`src/rtl/irq_pkg.sv`:
```
package irq_pkg;
  localparam int unsigned EVT_RX_LEN_UNDER  = 0;
  localparam int unsigned EVT_RX_READ_PAST  = 1;
  localparam int unsigned EVT_RX_DATA_UNDER = 2;
  localparam int unsigned EVT_TX_OVERRUN    = 3;
  localparam int unsigned NUM_EVT_DEF       = 4;
  localparam int unsigned STAT_OFS_DEF      = 0;
  localparam int unsigned ENA_OFS_DEF       = 4;

  typedef enum logic [1:0] {
    SEL_NONE = 2'd0,
    SEL_STAT = 2'd1,
    SEL_ENA  = 2'd2
  } reg_sel_e;
endpackage

```
`src/rtl/irq_addr_dec.sv`:
```
module irq_addr_dec
  import irq_pkg::*;
#(
  parameter int unsigned ADDR_W   = 4,
  parameter int unsigned STAT_OFS = STAT_OFS_DEF,
  parameter int unsigned ENA_OFS  = ENA_OFS_DEF
) (
  input  logic [ADDR_W-1:0] addr_i,
  output reg_sel_e          sel_o
);
  localparam logic [ADDR_W-1:0] StatA = ADDR_W'(STAT_OFS);
  localparam logic [ADDR_W-1:0] EnaA  = ADDR_W'(ENA_OFS);

  always_comb begin
    if (addr_i == StatA)     sel_o = SEL_STAT;
    else if (addr_i == EnaA) sel_o = SEL_ENA;
    else                     sel_o = SEL_NONE;
  end
endmodule

```
`src/rtl/irq_sticky_bank.sv`:
```
module irq_sticky_bank #(
  parameter int unsigned NUM_EVT = 4
) (
  input  logic               clk_i,
  input  logic               rst_ni,
  input  logic [NUM_EVT-1:0] evt_i,
  input  logic               clr_en_i,
  input  logic [NUM_EVT-1:0] clr_mask_i,
  output logic [NUM_EVT-1:0] stat_o
);
  for (genvar i = 0; i < NUM_EVT; i++) begin : g_bit
    logic bit_q;
    always_ff @(posedge clk_i or negedge rst_ni) begin
      if (!rst_ni)                        bit_q <= 1'b0;
      else if (evt_i[i])                  bit_q <= 1'b1; // set beats clear
      else if (clr_en_i && clr_mask_i[i]) bit_q <= 1'b0;
    end
    assign stat_o[i] = bit_q;
  end
endmodule

```
`src/rtl/irq_enable_reg.sv`:
```
module irq_enable_reg #(
  parameter int unsigned NUM_EVT = 4
) (
  input  logic               clk_i,
  input  logic               rst_ni,
  input  logic               wr_i,
  input  logic [NUM_EVT-1:0] wdata_i,
  output logic [NUM_EVT-1:0] ena_o
);
  always_ff @(posedge clk_i or negedge rst_ni) begin
    if (!rst_ni)   ena_o <= '0;
    else if (wr_i) ena_o <= wdata_i;
  end
endmodule

```
`src/rtl/irq_out_reg.sv`:
```
module irq_out_reg #(
  parameter int unsigned NUM_EVT = 4
) (
  input  logic               clk_i,
  input  logic               rst_ni,
  input  logic [NUM_EVT-1:0] stat_i,
  input  logic [NUM_EVT-1:0] ena_i,
  output logic               irq_o
);
  always_ff @(posedge clk_i or negedge rst_ni) begin
    if (!rst_ni) irq_o <= 1'b0;
    else         irq_o <= |(stat_i & ena_i);
  end
endmodule

```
`src/rtl/irq_status_ctrl.sv`:
```
module irq_status_ctrl
  import irq_pkg::*;
#(
  parameter int unsigned NUM_EVT  = NUM_EVT_DEF,
  parameter int unsigned ADDR_W   = 4,
  parameter int unsigned DATA_W   = 32,
  parameter int unsigned STAT_OFS = STAT_OFS_DEF,
  parameter int unsigned ENA_OFS  = ENA_OFS_DEF
) (
  input  logic               clk_i,
  input  logic               rst_ni,
  input  logic [NUM_EVT-1:0] evt_i,
  input  logic [ADDR_W-1:0]  addr_i,
  input  logic [DATA_W-1:0]  wdata_i,
  input  logic               we_i,
  input  logic               re_i,
  output logic [DATA_W-1:0]  rdata_o,
  output logic               irq_o
);
  localparam int unsigned PadW = DATA_W - NUM_EVT;

  reg_sel_e           sel;
  logic [NUM_EVT-1:0] stat_q;
  logic [NUM_EVT-1:0] ena_q;
  logic [DATA_W-1:0]  rdata_d;
  logic               unused_wdata_hi;

  assign unused_wdata_hi = ^wdata_i[DATA_W-1:NUM_EVT];

  irq_addr_dec #(
    .ADDR_W  (ADDR_W),
    .STAT_OFS(STAT_OFS),
    .ENA_OFS (ENA_OFS)
  ) u_dec (
    .addr_i(addr_i),
    .sel_o (sel)
  );

  irq_sticky_bank #(.NUM_EVT(NUM_EVT)) u_stat (
    .clk_i     (clk_i),
    .rst_ni    (rst_ni),
    .evt_i     (evt_i),
    .clr_en_i  (we_i && (sel == SEL_STAT)),
    .clr_mask_i(wdata_i[NUM_EVT-1:0]),
    .stat_o    (stat_q)
  );

  irq_enable_reg #(.NUM_EVT(NUM_EVT)) u_ena (
    .clk_i  (clk_i),
    .rst_ni (rst_ni),
    .wr_i   (we_i && (sel == SEL_ENA)),
    .wdata_i(wdata_i[NUM_EVT-1:0]),
    .ena_o  (ena_q)
  );

  irq_out_reg #(.NUM_EVT(NUM_EVT)) u_irq (
    .clk_i (clk_i),
    .rst_ni(rst_ni),
    .stat_i(stat_q),
    .ena_i (ena_q),
    .irq_o (irq_o)
  );

  always_comb begin
    unique case (sel)
      SEL_STAT: rdata_d = {{PadW{1'b0}}, stat_q};
      SEL_ENA:  rdata_d = {{PadW{1'b0}}, ena_q};
      default:  rdata_d = '0;
    endcase
  end

  always_ff @(posedge clk_i or negedge rst_ni) begin
    if (!rst_ni)   rdata_o <= '0;
    else if (re_i) rdata_o <= rdata_d;
    else           rdata_o <= '0;
  end
endmodule

```
`config.mk`:
```
export PLATFORM = sky130hd
export DESIGN_NAME = irq_status_ctrl
export DESIGN_NICKNAME = d
export VERILOG_FILES = /design/src/rtl/irq_pkg.sv /design/src/rtl/irq_addr_dec.sv /design/src/rtl/irq_sticky_bank.sv /design/src/rtl/irq_enable_reg.sv /design/src/rtl/irq_out_reg.sv /design/src/rtl/irq_status_ctrl.sv
export SDC_FILE = /design/constraint.sdc
export NUM_CORES = 1
export LEC_CHECK = 0
export ABC_AREA = 1
export BUFFER_PORTS_ARGS = -buffer_cell sky130_fd_sc_hd__buf_2
export CAP_MARGIN = 20
export CORE_MARGIN = 4
export CORE_UTILIZATION = 36
export CTS_CLUSTER_DIAMETER = 200
export DETAILED_ROUTE_END_ITERATION = 10
export MAX_ROUTING_LAYER = met4
export PLACE_DENSITY = 0.86
export SYNTH_ARGS = -nofsm -noshare
export SYNTH_HDL_FRONTEND = slang
export SYNTH_SLANG_ARGS = --single-unit
```
`constraint.sdc`:
```
create_clock -name clk_i -period 0.9 [get_ports clk_i]
set_clock_uncertainty 0.15 [all_clocks]
set_input_delay 0.045 -clock clk_i [delete_from_list [all_inputs] [get_ports clk_i]]
set_output_delay 0.045 -clock clk_i [all_outputs]
set_load 0.02 [all_outputs]
```
==> results of run 1 <==
final cells by class:
class / instances / area, um^2
clock buffer: 4 / 26.3
fill: 218 / 1190
inverter: 10 / 37.5
multi-input combinational: 69 / 337
sequential: 13 / 325
tap: 28 / 35.0
timing repair buffer: 29 / 241
cell families after synthesis:
group,Yosys count,share of synthesized area
buffers and inverters,39,0.316
AND/OR/NAND/NOR,33,0.234
flip-flops,13,0.397
AO/OA/AOI/OAI,8,0.0489
other,1,0.00458
state kept, by name, summed over array words and instances, names as in the netlist:
| name | cells |
|---|---|
| u_irq.irq_o | 1 |
| u_ena.ena_o | 4 |
| rdata_o | 4 |
| u_stat.g_bit.bit_q | 4 |
path summary, 6_finish.rpt:
path	depth (start not counted)	slack (ps)	to	start
worst max-delay path	1	-80	rdata_o[2]	rdata_o[2]$_DFF_PN0_
worst min-delay path	4	-30	rdata_o[1]$_DFF_PN0_	addr_i[2]
worst max register to register	2	50	rdata_o[2]$_DFF_PN0_	u_stat.g_bit[2].bit_q$_DFFE_PN0P_
worst min register to register	2	370	u_stat.g_bit[0].bit_q$_DFFE_PN0P_	u_stat.g_bit[0].bit_q$_DFFE_PN0P_
max in group asynchronous	2	350	rdata_o[2]$_DFF_PN0_	rst_ni
min in group asynchronous	2	30	rdata_o[3]$_DFF_PN0_	rst_ni
cell usage after synthesis, drive strengths merged:
cell type / number
conb: 1
inv: 10
nand4: 5
nand3: 9
buf: 29
o21ai: 4
nor2: 3
dfrtp: 13
nand2: 16
a21oi: 4
report_power, final:
| part | leakage, nW | switching (mW) | internal (mW) |
|---|---|---|---|
| Combinational | 0.361 | 0.235 | 0.136 |
| Sequential | 0.152 | 0.0378 | 0.640 |
| Clock | 0.0150 | 0.181 | 0.172 |
| Total | 0.529 | 0.453 | 0.948 |
metal layers:
metal / wire length, um / global-route usage
met5: 0 / -
met4: 15 / 0.0417
met3: 185 / 0.0371
met2: 715 / 0.150
met1: 510 / 0.108
stage by stage:
stage	cell area (um^2)	worst slack [ps]	std cells	util	setup TNS [ps]
after detailed placement	855	-28.9	141	0.390	-118
after CTS	1010	-90.7	155	0.462	-414
after global placement	855	-30.5	141	0.390	-112
after floorplan	921	118	121	-	0
final	1000	-82.4	153	0.457	-373
after global routing	1000	-108	153	0.457	-478
timing repair:
action / 4_1_cts / 5_1_grt
pin swaps: 0 / 3
endpoints found under the setup margin: 5 / 10
gates resized for setup: 10 / 1
setup buffers: 0 / 0
hold endpoints to repair: 25 / 6
worst register-to-register path, delay by kind of cell (launching register included):
family	cells	cell delay (ps)
DFF	1	380
AOI/OAI and AO/OA	1	150
and+or+nand+nor	1	90
==> results.txt, run 1 <==
Status: finished, violations left
Failing checks: hold timing, setup timing
Die W: 55.7 um
GRT overflow: 0
Unrepaired setup endpoints after global routing: true
Ratio of cells with drive above 1 in the final layout: 0.224
Post-synth top area share: 0.397
Final slew viol count: 0
Vias/cell: 4.02
First-pass GRT wire length: 2300 um
Area leader, netlist: dfrtp_1
Largest net degree at the start of global routing: 14
Die Area: 3100 um^2
Ant diodes: 0
Hold Path Class: input pin to flop
Die Y-Extent: 55.7 um
Crit path time final: 982 ps
CTS clk-pin slew, worst paths: 70 ps
Hold_buf cts: 10
Fmax: 1.02 GHz
Req. time, crit path: 700 ps
Crit path DAT: 790 ps
Seq/Total Area, Yosys: 0.397
DRC: 0
Yosys reg bits: 13
Mapped Area: 820 um^2
Tot Pwr: 1.40 mW
Final net count: 170
Gpl congestion: 0.776
Rows: 17
Critical Path Source Type: flop
Crit path kind: flop to output pin
Core area: 2190 um^2
MaxCap Viol Count: 0
Crit end category: output pin
Endpoints failing hold: 12
Clock Path Buffers: 2
CP max-delay cell: dfrtp_1
Dpl hpwl: 1080 um
Power per cell area: 1400 nW/um^2
Worst-Skew Late Latency: 280 ps
Lkg Pwr: 0.529 nW
Initial drt markers: 14
Critical path peak fanout: 1
Clk root buf: clkbuf_4
Total Routed Length: 1430 um
Antenna-violating nets left: 0
GRT Overall Usage: 0.0956
Most frequent cells in the layout: conb_1, nand2_1, buf_2, dfrtp_1, dlygate4sd3_1
Port-buffer cells: 20
Vias in the first global route: 547
Final setup margin: -82.4 ps
WHS: -28.4 ps
Num CTS Buffers: 3
Peak supply drop: 0.683 mV
Yosys warns: 0
Syn Inst Count: 94
Mapped Avg Cell Area: 8.72 um^2
Drt first pass iters: 4
Top post-synthesis cells by area: dfrtp_1, buf_4, nand2_1, nand3_1, inv_1
Top delay family on crit path: flip-flops
Total number of vias: 615
Clock sink count: 13
Worst Path Buf+Inv: 1
Netlist cell types: 14
I/O pins: 77
Initial antenna violation count: 0
Wire per inst: 9.33 um
Commonest non-fill, non-tap cell in the layout: conb_1
CTS tree: done
CP cell instances: buf_6
H-Tree Depth: 1
Initial core utilization: 0.374
Syn-to-layout area delta: 22.3%
Final period util: 1.09
Largest stage delay, worst path: 380 ps
Final setup viols: 5
(Power assumes the default switching activity.)
==> inputs of run 2 (changes only) <==
- CORE_UTILIZATION: 36 -> 23
- PLACE_DENSITY: 0.86 -> 0.62
==> run 2 against run 1 <==
The run still ends with hold timing, setup timing left; combinational power hardly changed; first-iteration DRC count shrank 43%; sequential power hardly changed; non-clock buffer count fell by 2; sequential share of layout area shrank 1.2 points; setup slack improved by 13 ps; register-to-register slack worse by 30 ps; die area increased by 48%; flip-flop and latch count unchanged; total power decreased by 0.16%; critical path type unchanged; largest cell class unchanged; highest routed layer unchanged.
==> results.txt, run 2 (synthesized netlist as in run 1, its figures left out) <==
Largest net degree at the start of global routing: 14 (unchanged)
Finished Cell Area: 1040 um^2 (was 1000 um^2)
Comb pwr share: 0.268 (was 0.264)
Port-buffer cells: 20 (unchanged)
Crit path time final: 969 ps (was 982 ps)
Worst-Skew Late Latency: 280 ps (about the same)
Crit path kind: flop to output pin (unchanged)
Num CTS Buffers: 3 (unchanged)
Final setup viols: 5 (unchanged)
Switching power: 460 uW (was 453 uW)
Hold Path Origin: addr_i[2] (unchanged)
Pre-CTS WS: -24.6 ps (was -28.9 ps)
Sequential fraction of design power: 0.485 (was 0.484)
Gpl congestion: 0.771 (was 0.776)
Fmax: 1.03 GHz (was 1.02 GHz)
Setup TNS: -326 ps (was -373 ps)
Final net count: 168 (was 170)
Top delay family on crit path: flip-flops (unchanged)
Endpoints failing hold: 11 (was 12)
Dpl hpwl: 1120 um (was 1080 um)
Clock Path Buffers: 2 (unchanged)
Worst Path Buf+Inv: 1 (unchanged)
Syn-to-layout area delta: 27.2% (was 22.3%)
Power per cell area: 1340 nW/um^2 (was 1400 nW/um^2)
Failing checks: hold timing, setup timing (unchanged)
Clk root buf: clkbuf_4 (unchanged)
Post-CTS setup repair buffer count: 0 (unchanged)
Vias/cell: 3.56 (was 4.02)
Biggest regs: rdata_o (4), u_ena.ena_o (4), u_stat.g_bit.bit_q (4) (unchanged)
GRT Overall Usage: 0.0688 (was 0.0956)
Die W: 67.7 um (was 55.7 um)
Int Power: 939 uW (was 948 uW)
Unrepaired setup endpoints after global routing: true (unchanged)
CP cell instances: buf_6 (unchanged)
Lkg Pwr: 0.525 nW (was 0.529 nW)
Clock power frac: 0.247 (was 0.252)
CP max-delay cell: dfrtp_1 (unchanged)
First-pass GRT wire length: 2280 um (was 2300 um)
Total Routed Length: 1480 um (was 1430 um)
H-Tree Depth: 1 (unchanged)
Die Y-Extent: 67.7 um (was 55.7 um)
Final period util: 1.08 (was 1.09)
Status: finished, violations left (unchanged)
Switching Share: 0.329 (was 0.324)
Critical Path Source Type: flop (unchanged)
GRT overflow: 0 (unchanged)
Antenna-violating nets left: 0 (unchanged)
MaxCap Viol Count: 0 (unchanged)
Vias in the first global route: 540 (was 547)
WHS: -31.5 ps (was -28.4 ps)
Initial core utilization: 0.242 (was 0.374)
Wire per inst: 8.75 um (was 9.33 um)
CP startpoint: rdata_o[0]$_DFF_PN0_ (was rdata_o[2]$_DFF_PN0_)
DRC: 0 (unchanged)
Most frequent cells in the layout: conb_1, nand2_1, dfrtp_1 (was conb_1, nand2_1, buf_2, dfrtp_1, dlygate4sd3_1)
Critical path peak fanout: 1 (unchanged)
Clock sink count: 13 (unchanged)
Final slew viol count: 0 (unchanged)
CTS tree: done (unchanged)
Area post-placement: 877 um^2 (was 855 um^2)
Ant diodes: 0 (unchanged)
Peak supply drop: 0.360 mV (was 0.683 mV)
Rows: 21 (was 17)
Initial drt markers: 8 (was 14)
Ratio of cells with drive above 1 in the final layout: 0.268 (was 0.224)
Drt first pass iters: 5 (was 4)
Total number of vias: 602 (was 615)
Crit path DAT: 770 ps (was 790 ps)
I/O pins: 77 (unchanged)
R2r startpoint: u_stat.g_bit[2].bit_q$_DFFE_PN0P_ (unchanged)
Initial antenna violation count: 0 (unchanged)
Commonest non-fill, non-tap cell in the layout: conb_1 (unchanged)
CTS clk-pin slew, worst paths: 70 ps (about the same)
Req. time, crit path: 700 ps (about the same)
Hold Path Class: input pin to flop (unchanged)
Die Area: 4580 um^2 (was 3100 um^2)
Final setup margin: -69.0 ps (was -82.4 ps)
Largest stage delay, worst path: 380 ps (about the same)
Core area: 3390 um^2 (was 2190 um^2)
Hold_buf cts: 10 (unchanged)
Crit end category: output pin (unchanged)
run 2: cell count changes in the layout (fill, tap and decap cells not counted), sizes merged:
cell / previous run / this run
buf: 19 / 17
clkbuf: 4 / 3
clkinv: 0 / 1
run 2: worst paths after layout:
path | depth (start not counted) | slack [ps] | end
hold / removal | 4 | -30 | rdata_o[2]$_DFF_PN0_
max in group asynchronous | 2 | 350 | rdata_o[2]$_DFF_PN0_
setup reg to reg | 2 | 20 | u_irq.irq_o$_DFF_PN0_
min in group asynchronous | 2 | 20 | u_ena.ena_o[0]$_DFFE_PN0P_
setup / recovery | 1 | -70 | rdata_o[0]
hold reg to reg | 2 | 370 | u_ena.ena_o[1]$_DFFE_PN0P_
run 2: metrics by stage:
step                power [mW]  instances   util
floorplan                0.996        121      -
global placement          1.00        159  0.259
detailed placement        1.00        159  0.259
CTS                       1.40        173  0.306
global route              1.49        169  0.307
finish                    1.40        169  0.307
run 2: area by class of cell:
type                       count  area, um^2
timing repair buffer          27         231
tap                           46        57.6
fill                         364        2350
clock inverter                 1        5.00
clock buffer                   3        22.5
sequential                    13         325
inverter                      10        37.5
multi-input combinational     69         363
run 2: power groups by stage:
| stage | sequential, mW | clock [mW] | combinational [mW] |
|---|---|---|---|
| after floorplan | 0.701 | 0 | 0.295 |
| after global placement | 0.682 | 0 | 0.319 |
| after detailed placement | 0.682 | 0 | 0.321 |
| after CTS | 0.676 | 0.354 | 0.375 |
| after global routing | 0.688 | 0.384 | 0.416 |
| final | 0.679 | 0.346 | 0.374 |
run 2: timing repair:
action,4_1_cts,5_1_grt
gates resized for setup,10,7
pin swaps,0,7
setup endpoints to repair,5,14
hold endpoints to repair,25,6
run 2: per-layer routing:
metal | share of wire | vias to the layer above | wire, um | track usage
met5 | 0 | - | 0 | -
met4 | 0.0054 | 0 | 8 | 0.0152
met3 | 0.11 | 2 | 158 | 0.0316
met2 | 0.57 | 31 | 837 | 0.122
met1 | 0.32 | 267 | 472 | 0.0691
li1 | - | 302 | - | -
==> inputs of run 3 (changes only) <==
- CORE_UTILIZATION: 23 -> 35
- PLACE_DENSITY: 0.62 -> 0.84
==> run 3 against run 2 <==
The flow still finishes with violations (hold timing, setup timing); die area fell by 31%; critical path depth did not move; register-to-register slack improved by 40 ps; sequential power barely moved; critical path type unchanged; largest cell class unchanged.
==> results.txt, run 3 (synthesized netlist as in run 1, its figures left out) <==
Status: finished, violations left (unchanged)
Failing checks: hold timing, setup timing (unchanged)
Largest net degree at the start of global routing: 14 (unchanged)
Multi-input logic area: 337 um^2 (was 363 um^2)
GRT overflow: 0 (unchanged)
CP cell instances: buf_6 (unchanged)
Drt first pass iters: 4 (was 5)
CTS clk-pin slew, worst paths: 80 ps (was 70 ps)
R2r startpoint: u_stat.g_bit[0].bit_q$_DFFE_PN0P_ (was u_stat.g_bit[2].bit_q$_DFFE_PN0P_)
Setup TNS: -417 ps (was -326 ps)
Final setup viols: 5 (unchanged)
Lkg Pwr: 0.532 nW (was 0.525 nW)
Fmax: 1.01 GHz (was 1.03 GHz)
Hold Path Origin: addr_i[2] (unchanged)
Vias/cell: 4.21 (was 3.56)
Req. time, crit path: 700 ps (about the same)
MaxCap Viol Count: 0 (unchanged)
Fill count: 221 (was 364)
First-pass GRT wire length: 2530 um (was 2280 um)
CP max-delay cell: dfrtp_1 (unchanged)
Most frequent cells in the layout: conb_1, nand2_1, buf_2, dfrtp_1, dlygate4sd3_1 (was conb_1, nand2_1, dfrtp_1)
Endpoints failing hold: 12 (was 11)
Unrepaired setup endpoints after global routing: true (unchanged)
Die Area: 3180 um^2 (was 4580 um^2)
Crit path time final: 987 ps (was 969 ps)
Crit path kind: flop to output pin (unchanged)
Clk root buf: clkbuf_4 (unchanged)
Post-CTS setup repair buffer count: 0 (unchanged)
Vias in the first global route: 592 (was 540)
Area post-placement: 855 um^2 (was 877 um^2)
CTS tree: done (unchanged)
Total Routed Length: 1510 um (was 1480 um)
Worst Path Buf+Inv: 1 (unchanged)
Hold_buf cts: 10 (unchanged)
Wire per inst: 9.86 um (was 8.75 um)
Num CTS Buffers: 3 (unchanged)
Pre-CTS WS: -33.6 ps (was -24.6 ps)
Commonest non-fill, non-tap cell in the layout: conb_1 (unchanged)
Clock Path Buffers: 2 (unchanged)
Initial core utilization: 0.370 (was 0.242)
CP startpoint: rdata_o[0]$_DFF_PN0_ (unchanged)
Initial drt markers: 9 (was 8)
Peak supply drop: 0.755 mV (was 0.360 mV)
Biggest regs: rdata_o (4), u_ena.ena_o (4), u_stat.g_bit.bit_q (4) (unchanged)
Gpl congestion: 0.733 (was 0.771)
Power per cell area: 1410 nW/um^2 (was 1340 nW/um^2)
Worst-Skew Late Latency: 280 ps (about the same)
H-Tree Depth: 1 (unchanged)
GRT Overall Usage: 0.103 (was 0.0688)
Crit end category: output pin (unchanged)
Sequential Area: 325 um^2 (unchanged)
Dpl hpwl: 1160 um (was 1120 um)
Antenna-violating nets left: 0 (unchanged)
Ant diodes: 0 (unchanged)
Initial antenna violation count: 0 (unchanged)
Die W: 56.4 um (was 67.7 um)
Final setup margin: -87.0 ps (was -69.0 ps)
WHS: -35.2 ps (was -31.5 ps)
Rows: 17 (was 21)
Crit path DAT: 790 ps (was 770 ps)
Total number of vias: 644 (was 602)
Final design utilization: 0.454 (was 0.307)
Largest stage delay, worst path: 380 ps (about the same)
DRC: 0 (unchanged)
Critical Path Source Type: flop (unchanged)
Final slew viol count: 0 (unchanged)
Finished Cell Area: 1000 um^2 (was 1040 um^2)
Hold Path Class: input pin to flop (unchanged)
Tot Pwr: 1.42 mW (was 1.40 mW)
Die Y-Extent: 56.4 um (was 67.7 um)
Top delay family on crit path: flip-flops (unchanged)
Syn-to-layout area delta: 22.4% (was 27.2%)
Port-buffer cells: 20 (unchanged)
Core area: 2210 um^2 (was 3390 um^2)
Critical path peak fanout: 1 (unchanged)
Ratio of cells with drive above 1 in the final layout: 0.224 (was 0.268)
Final net count: 170 (was 168)
Final period util: 1.10 (was 1.08)
I/O pins: 77 (unchanged)
Clock sink count: 13 (unchanged)
run 3: cell count changes in the layout (fill, tap and decap cells not counted), sizes merged:
cell | before | now
buf | 17 | 19
run 3: final cells by class:
type,instances,area share
Timing Repair Buffer,29,0.241
Clock inverter,1,0.00499
Sequential cell,13,0.324
Clock buffer,3,0.0224
Inverter,10,0.0374
Tap cell,28,0.0349
Multi-Input combinational cell,69,0.335
run 3: metal layers:
layer / GRT usage / vias to the layer above / part of all wire
li1: - / 305 / -
met5: - / - / 0
met2: 0.174 / 36 / 0.53
met1: 0.107 / 301 / 0.35
met3: 0.0391 / 2 / 0.11
met4: 0.0407 / 0 / 0.0099
run 3: repair_timing:
| item | in CTS | in global routing |
|---|---|---|
| pin swaps | 0 | 3 |
| gates resized for setup | 10 | 0 |
| endpoints found under the hold margin | 25 | 7 |
| gates cloned | 0 | 0 |
| setup endpoints to repair | 5 | 7 |
run 3: final timing paths:
path	end	slack, ps	cells after the start
setup / recovery	rdata_o[0]	-90	1
hold / removal	rdata_o[3]$_DFF_PN0_	-40	4
setup reg to reg	rdata_o[0]$_DFF_PN0_	60	2
hold reg to reg	u_stat.g_bit[2].bit_q$_DFFE_PN0P_	360	2
max in group asynchronous	rdata_o[2]$_DFF_PN0_	360	2
min in group asynchronous	rdata_o[0]$_DFF_PN0_	20	2
run 3: power by group:
part / total, mW / switching, mW / leakage, nW / internal, mW
combinational: 0.375 / 0.240 / 0.362 / 0.135
clock: 0.360 / 0.195 / 0.0177 / 0.165
sequential: 0.681 / 0.0414 / 0.152 / 0.640
run 3: per-stage QoR:
stage	hold WS (ps)	std cells
after floorplan	-401	121
after global placement	-215	141
after detailed placement	-204	141
after CTS	-48.0	155
after global routing	-27.7	153
final	-35.2	153
